==> src/rtl/srtx_pkg.sv <==
package srtx_pkg;
  // Strobes from control to datapath; at most one of the four actions per drive edge.
  typedef struct packed {
    logic driveEdge;
    logic latchFrame;
    logic loadLeft;
    logic loadRight;
    logic shiftOut;
    logic idleOut;
  } txStrobe_t;
endpackage

==> src/rtl/srtx_ctrl.sv <==
module srtx_ctrl
  import srtx_pkg::*;
#(
  parameter int WORD_W      = 24,
  parameter int SYNC_STAGES = 2
) (
  input  logic       clk,
  input  logic       rstN,
  input  logic       cfgWordClk,
  input  logic       cfgDelay,
  input  logic       cfgDriveRise,
  input  logic       bitClkIn,
  input  logic       frameClkIn,
  output txStrobe_t  strb
);
  localparam int CNT_W = $clog2(WORD_W + 1);
  localparam int TOP   = SYNC_STAGES - 1;

  logic [SYNC_STAGES-1:0] bitSync;
  logic [SYNC_STAGES-1:0] frameSync;
  logic                   bitPrev;
  logic                   frameLast;
  logic [CNT_W-1:0]       bitsLeft;
  logic                   armed;
  logic                   armRight;
  logic                   rightPend;

  logic bitNow, frameNow, driveEdge, startLeft, startRight;

  // Bit clock and framing clock pass through matching chains so they stay aligned.
  always_ff @(posedge clk or negedge rstN) begin
    if (!rstN) begin
      bitSync   <= '0;
      frameSync <= '0;
      bitPrev   <= 1'b0;
    end else begin
      bitSync   <= {bitSync[TOP-1:0], bitClkIn};
      frameSync <= {frameSync[TOP-1:0], frameClkIn};
      bitPrev   <= bitSync[TOP];
    end
  end

  assign bitNow    = bitSync[TOP];
  assign frameNow  = frameSync[TOP];
  assign driveEdge = (bitNow != bitPrev) && (bitNow == cfgDriveRise);

  // Framing decode: level seen at this drive edge against the level at the last one.
  assign startLeft  = driveEdge && (cfgWordClk ? (frameNow && !frameLast)
                                               : (!frameNow && frameLast));
  assign startRight = driveEdge && !cfgWordClk && frameNow && !frameLast;

  always_comb begin
    strb           = '0;
    strb.driveEdge = driveEdge;
    if (driveEdge) begin
      strb.latchFrame = startLeft;
      if (!cfgDelay && startLeft)       strb.loadLeft  = 1'b1;
      else if (!cfgDelay && startRight) strb.loadRight = 1'b1;
      else if (armed) begin
        if (armRight) strb.loadRight = 1'b1;
        else          strb.loadLeft  = 1'b1;
      end
      else if (bitsLeft != '0)          strb.shiftOut  = 1'b1;
      else if (rightPend)               strb.loadRight = 1'b1;
      else                              strb.idleOut   = 1'b1;
    end
  end

  always_ff @(posedge clk or negedge rstN) begin
    if (!rstN) begin
      frameLast <= 1'b0;
      bitsLeft  <= '0;
      armed     <= 1'b0;
      armRight  <= 1'b0;
      rightPend <= 1'b0;
    end else if (driveEdge) begin
      frameLast <= frameNow;
      armed     <= cfgDelay && (startLeft || startRight);
      armRight  <= startRight;
      if (strb.loadLeft || strb.loadRight) bitsLeft <= CNT_W'(WORD_W - 1);
      else if (strb.shiftOut)              bitsLeft <= bitsLeft - 1'b1;
      if (strb.loadLeft && cfgWordClk) rightPend <= 1'b1;
      else if (strb.loadRight)         rightPend <= 1'b0;
    end
  end
endmodule

==> src/rtl/srtx_datapath.sv <==
module srtx_datapath
  import srtx_pkg::*;
#(
  parameter int WORD_W = 24
) (
  input  logic              clk,
  input  logic              rstN,
  input  txStrobe_t         strb,
  input  logic [WORD_W-1:0] sampleLeft,
  input  logic [WORD_W-1:0] sampleRight,
  input  logic              sampleValid,
  output logic [WORD_W-1:0] curLeft,
  output logic [WORD_W-1:0] curRight,
  output logic              sdOut
);
  logic [WORD_W-1:0] pendLeft, pendRight, shiftReg;
  logic              pendValid;
  logic [WORD_W-1:0] wordLeft, wordRight;
  logic              takePend;

  assign takePend  = strb.latchFrame && pendValid;
  assign wordLeft  = takePend ? pendLeft  : curLeft;
  assign wordRight = takePend ? pendRight : curRight;

  always_ff @(posedge clk or negedge rstN) begin
    if (!rstN) begin
      pendLeft  <= '0;
      pendRight <= '0;
      pendValid <= 1'b0;
      curLeft   <= '0;
      curRight  <= '0;
    end else begin
      if (sampleValid) begin
        pendLeft  <= sampleLeft;
        pendRight <= sampleRight;
        pendValid <= 1'b1;
      end else if (strb.latchFrame) begin
        pendValid <= 1'b0;
      end
      if (takePend) begin
        curLeft  <= pendLeft;
        curRight <= pendRight;
      end
    end
  end

  always_ff @(posedge clk or negedge rstN) begin
    if (!rstN) begin
      shiftReg <= '0;
      sdOut    <= 1'b0;
    end else if (strb.loadLeft) begin
      sdOut    <= wordLeft[WORD_W-1];
      shiftReg <= wordLeft << 1;
    end else if (strb.loadRight) begin
      sdOut    <= wordRight[WORD_W-1];
      shiftReg <= wordRight << 1;
    end else if (strb.shiftOut) begin
      sdOut    <= shiftReg[WORD_W-1];
      shiftReg <= shiftReg << 1;
    end else if (strb.idleOut) begin
      sdOut    <= 1'b0;
    end
  end
endmodule

==> src/rtl/srtx_top.sv <==
module srtx_top
  import srtx_pkg::*;
#(
  parameter int WORD_W      = 24,
  parameter int SYNC_STAGES = 2
) (
  input  logic              clk,
  input  logic              rstN,
  input  logic              cfgWordClk,
  input  logic              cfgDelay,
  input  logic              cfgDriveRise,
  input  logic [WORD_W-1:0] sampleLeft,
  input  logic [WORD_W-1:0] sampleRight,
  input  logic              sampleValid,
  input  logic              bitClkIn,
  input  logic              frameClkIn,
  output logic              sdOut
);
  txStrobe_t         strb;
  logic [WORD_W-1:0] curLeft, curRight;

  srtx_ctrl #(.WORD_W(WORD_W), .SYNC_STAGES(SYNC_STAGES)) u_ctrl (
    .clk(clk), .rstN(rstN), .cfgWordClk(cfgWordClk), .cfgDelay(cfgDelay),
    .cfgDriveRise(cfgDriveRise), .bitClkIn(bitClkIn), .frameClkIn(frameClkIn),
    .strb(strb)
  );

  srtx_datapath #(.WORD_W(WORD_W)) u_dp (
    .clk(clk), .rstN(rstN), .strb(strb), .sampleLeft(sampleLeft),
    .sampleRight(sampleRight), .sampleValid(sampleValid),
    .curLeft(curLeft), .curRight(curRight), .sdOut(sdOut)
  );
endmodule

==> config.mk <==
export PLATFORM = sky130hd
export DESIGN_NAME = srtx_top
export DESIGN_NICKNAME = d
export VERILOG_FILES = /design/src/rtl/srtx_pkg.sv /design/src/rtl/srtx_ctrl.sv /design/src/rtl/srtx_datapath.sv /design/src/rtl/srtx_top.sv
export SDC_FILE = /design/constraint.sdc
export NUM_CORES = 1
export LEC_CHECK = 0
export BUFFER_PORTS_ARGS = -buffer_cell sky130_fd_sc_hd__buf_2
export CORE_MARGIN = 4
export CORE_UTILIZATION = 50
export DETAILED_ROUTE_END_ITERATION = 16
export HOLD_SLACK_MARGIN = 0.08
export PLACE_DENSITY = 0.69
export REMOVE_ABC_BUFFERS = 1
export SYNTH_ARGS = -nofsm -noshare
export SYNTH_HDL_FRONTEND = slang
export SYNTH_SLANG_ARGS = --single-unit
==> constraint.sdc <==
create_clock -name clk -period 3.1 [get_ports clk]
set_input_delay 0.93 -clock clk [delete_from_list [all_inputs] [get_ports clk]]
set_output_delay 0.93 -clock clk [all_outputs]
set_load 0.1 [all_outputs]
==> reports/results.txt <==
Clk root buf -> clkbuf_16
Slew at the pin closest to its max-slew limit -> 0.883 ns
WL/cell -> 19.9 um
Clk buf depth -> 2
Fraction of layout cells with a size suffix above 1 -> 36.5%
WS Path Type -> input port to flop
Min-delay src -> u_ctrl.frameSync[0]
DP HPWL -> 10100 um
Synth top area cells -> dfrtp_1 (51%), mux2_2 (17%), mux2i_1 (3.2%)
Final ANT Viol Nets -> 0
CP max FO -> 21
Nets -> 659
Vias in the first global route -> 5036
Setup TNS -> 0 ns
Period utilization -> 81.6%
DRC errors left -> 0
Fin. max-slew vios -> 0
Placed instance count -> 754
Syn Std Cell Area -> 6590 sq um
Clk pwr share -> 36.9%
Fin cells -> 786
Number of max-cap violations -> 0
Arr. time, crit path -> 2.81 ns
Mapped Cells -> 547
Setup violators final -> 0
Hold Crit Class -> flop to flop
CP Capture Type -> flop
Rel. slew slack -> 40.3%
Die Area -> 15100 sq um
RSZ-0062 raised after global routing -> no
Top FF cell, synth -> dfrtp_1
Leak pwr -> 0.00340 uW
Seq/Total Area, Yosys -> 51.3%
PwrDens -> 831 nW/um^2
Flop pwr share -> 41.0%
Reg clk slew, reported paths -> 0.06 ns
Die height -> 123 um
Number of synthesized flops with an enable pin -> 0
Fin crit period -> 2.53 ns
Row cnt -> 41
Synth Warn # -> 0
Resize count post-CTS -> 0
Hold buffer count at cts -> 0
Setup slack, reg-to-reg -> 0.58 ns
Worst Path Required -> 3.38 ns
Top cells by count, synth -> dfrtp_1 (135), mux2_2 (99), nor2_1 (45), clkbuf_1 (29), o21ai_0 (25)
Post-synth top area cell -> dfrtp_1
Final hold violations -> 0
Synth top area share -> 51.3%
Routability congestion estimate from global placement -> 0.954
Largest net degree at the start of global routing -> 56
Antenna violations before repair -> 0
NetSw -> 1810 uW
Clock skew -> 0.00723 ns
Worst skew pair latency -> 0.42 ns
IO Port Bufs -> 56
Drt initial violations -> 358
Synth Register Bits -> 135
Diodes inserted -> 0
Num ports -> 57
Status -> completed
Global route overflow -> 0
Clock sinks -> 135
Critical path origin -> cfgWordClk
CTS Buf Count -> 17
# Post-CTS Setup Buffers -> 0
Total number of H-tree levels -> 4
Max VDD drop -> 0.581 mV
Count of cell types in the netlist -> 47
Avg Inst Size Synth -> 12.0 sq um
Sw Ratio -> 27.8%
CTS tree -> built
Int Power -> 4710 uW
Sequential cell area -> 3380 sq um
Tot GR Track Use -> 22.4%
Core area -> 12800 sq um
Starting Density -> 51.6%
Die Width -> 123 um
First drt pass iteration count -> 4
Count leader, synth -> dfrtp_1
DR vias -> 4847
Logic gate share of total power -> 22.1%
Worst reg2reg startpoint -> u_ctrl.frameLast
Area of the multi-input gates -> 3040 sq um
Startpoint class of the critical path -> input port
Vias per cell -> 6.17
Fmax -> 0.395 GHz
Area Growth Syn to Fin -> 19.2%
First-pass GRT wire length -> 26000 um
Fill cells -> 984
Drt total wl -> 15700 um
Async SR Flop Fraction -> 100%
-- metal layers --
layer,share of wire [%],GRT usage [%],vias up
li1,-,-,2197
met1,42,29.1,2441
met2,50,35.5,161
met3,4.9,5.12,48
met4,3.1,10.7,0
met5,0,0,-
-- critical path: stages --
cell and delay, ns:
buf_2 0.14, nor4bb_1 0.78, a21oi_2 0.10, a21o_1 0.30, nand3_1 0.13, buf_4 0.29, o21ai_0 0.13
-- final cells by class --
cell class / instances / share of cell area, %
clock buffers: 20 / 5.94
clock inverters: 12 / 3.12
inverters: 3 / 0.143
multi-input cells: 363 / 38.7
flip-flops and latches: 135 / 43.0
well taps: 172 / 2.74
repair buffers: 81 / 6.36
-- flip-flops by register name, summed over array words and instances, names as in the netlist --
| signal | count |
|---|---|
| u_dp.curLeft | 24 |
| u_dp.curRight | 24 |
| u_dp.pendLeft | 24 |
| u_dp.pendRight | 24 |
| u_dp.shiftReg | 23 |
| u_ctrl.bitsLeft | 5 |
| u_ctrl.bitSync | 2 |
| u_ctrl.frameSync | 2 |
| u_ctrl.armRight | 1 |
| u_ctrl.armed | 1 |
| u_ctrl.bitPrev | 1 |
| u_ctrl.frameLast | 1 |
| u_ctrl.rightPend | 1 |
| u_dp.pendValid | 1 |
| u_dp.sdOut | 1 |
-- cells in the final DEF (no fill, tap or decap), drive strengths merged, types with 4 or more instances in the layout --
cell / Yosys / final
nand2: 13 / 13
buf: 17 / 81
nor3b: 4 / 4
o21ai: 26 / 26
dfrtp: 135 / 135
bufinv: 0 / 7
mux2: 99 / 99
nor4bb: 21 / 21
o22ai: 4 / 4
o211ai: 21 / 21
nor2: 45 / 45
clkinv: 0 / 4
o22a: 20 / 20
nand3: 4 / 4
a22oi: 21 / 21
clkbuf: 29 / 20
o221ai: 21 / 21
mux2i: 21 / 21
-- logic make-up (layout without fill, tap and decap cells) --
kind of cell / after synthesis / in the layout / synth area share [%]
buffers and inverters: 49 / 116 / 3.02
DFF: 135 / 135 / 51.3
xor gates and xnor gates: 4 / 4 / 0.532
muxes: 120 / 120 / 20.1
AOI/OAI and AO/OA: 130 / 130 / 14.6
and+or+nand+nor: 107 / 107 / 10.0
adders and majority gates: 2 / 2 / 0.380
-- final timing paths --
kind	to	depth (start not counted)
min in group asynchronous	u_ctrl.armed	1
setup reg to reg	u_dp.shiftReg[1]	6
hold / removal	u_ctrl.frameSync[1]	0
hold reg to reg	u_ctrl.frameSync[1]	0
setup / recovery	u_dp.shiftReg[1]	7
max in group asynchronous	u_dp.curLeft[21]	2
-- power groups by stage --
stage / logic [uW] / registers (uW) / clock network [uW]
6_report: 1440 / 2680 / 2410
3_5_place_dp: 1430 / 2690 / 0
4_1_cts: 1460 / 2670 / 2440
3_3_place_gp: 1370 / 2650 / 0
5_1_grt: 1590 / 2750 / 2520
2_1_floorplan: 1010 / 2620 / 0
-- stage by stage --
stage / cell area, sq um / setup slack, ns / hold slack [ns] / utilization, % / power (uW)
floorplan: 6400 / -1.43 / 0.331 / - / 3630
global placement: 7140 / 0.282 / 0.333 / 55.9 / 4020
detailed placement: 7140 / 0.160 / 0.337 / 55.9 / 4120
CTS: 7850 / 0.591 / 0.350 / 61.5 / 6570
global route: 7850 / 0.417 / 0.352 / 61.5 / 6860
finish: 7850 / 0.569 / 0.349 / 61.5 / 6530
Power figures use the tool's default switching activity.
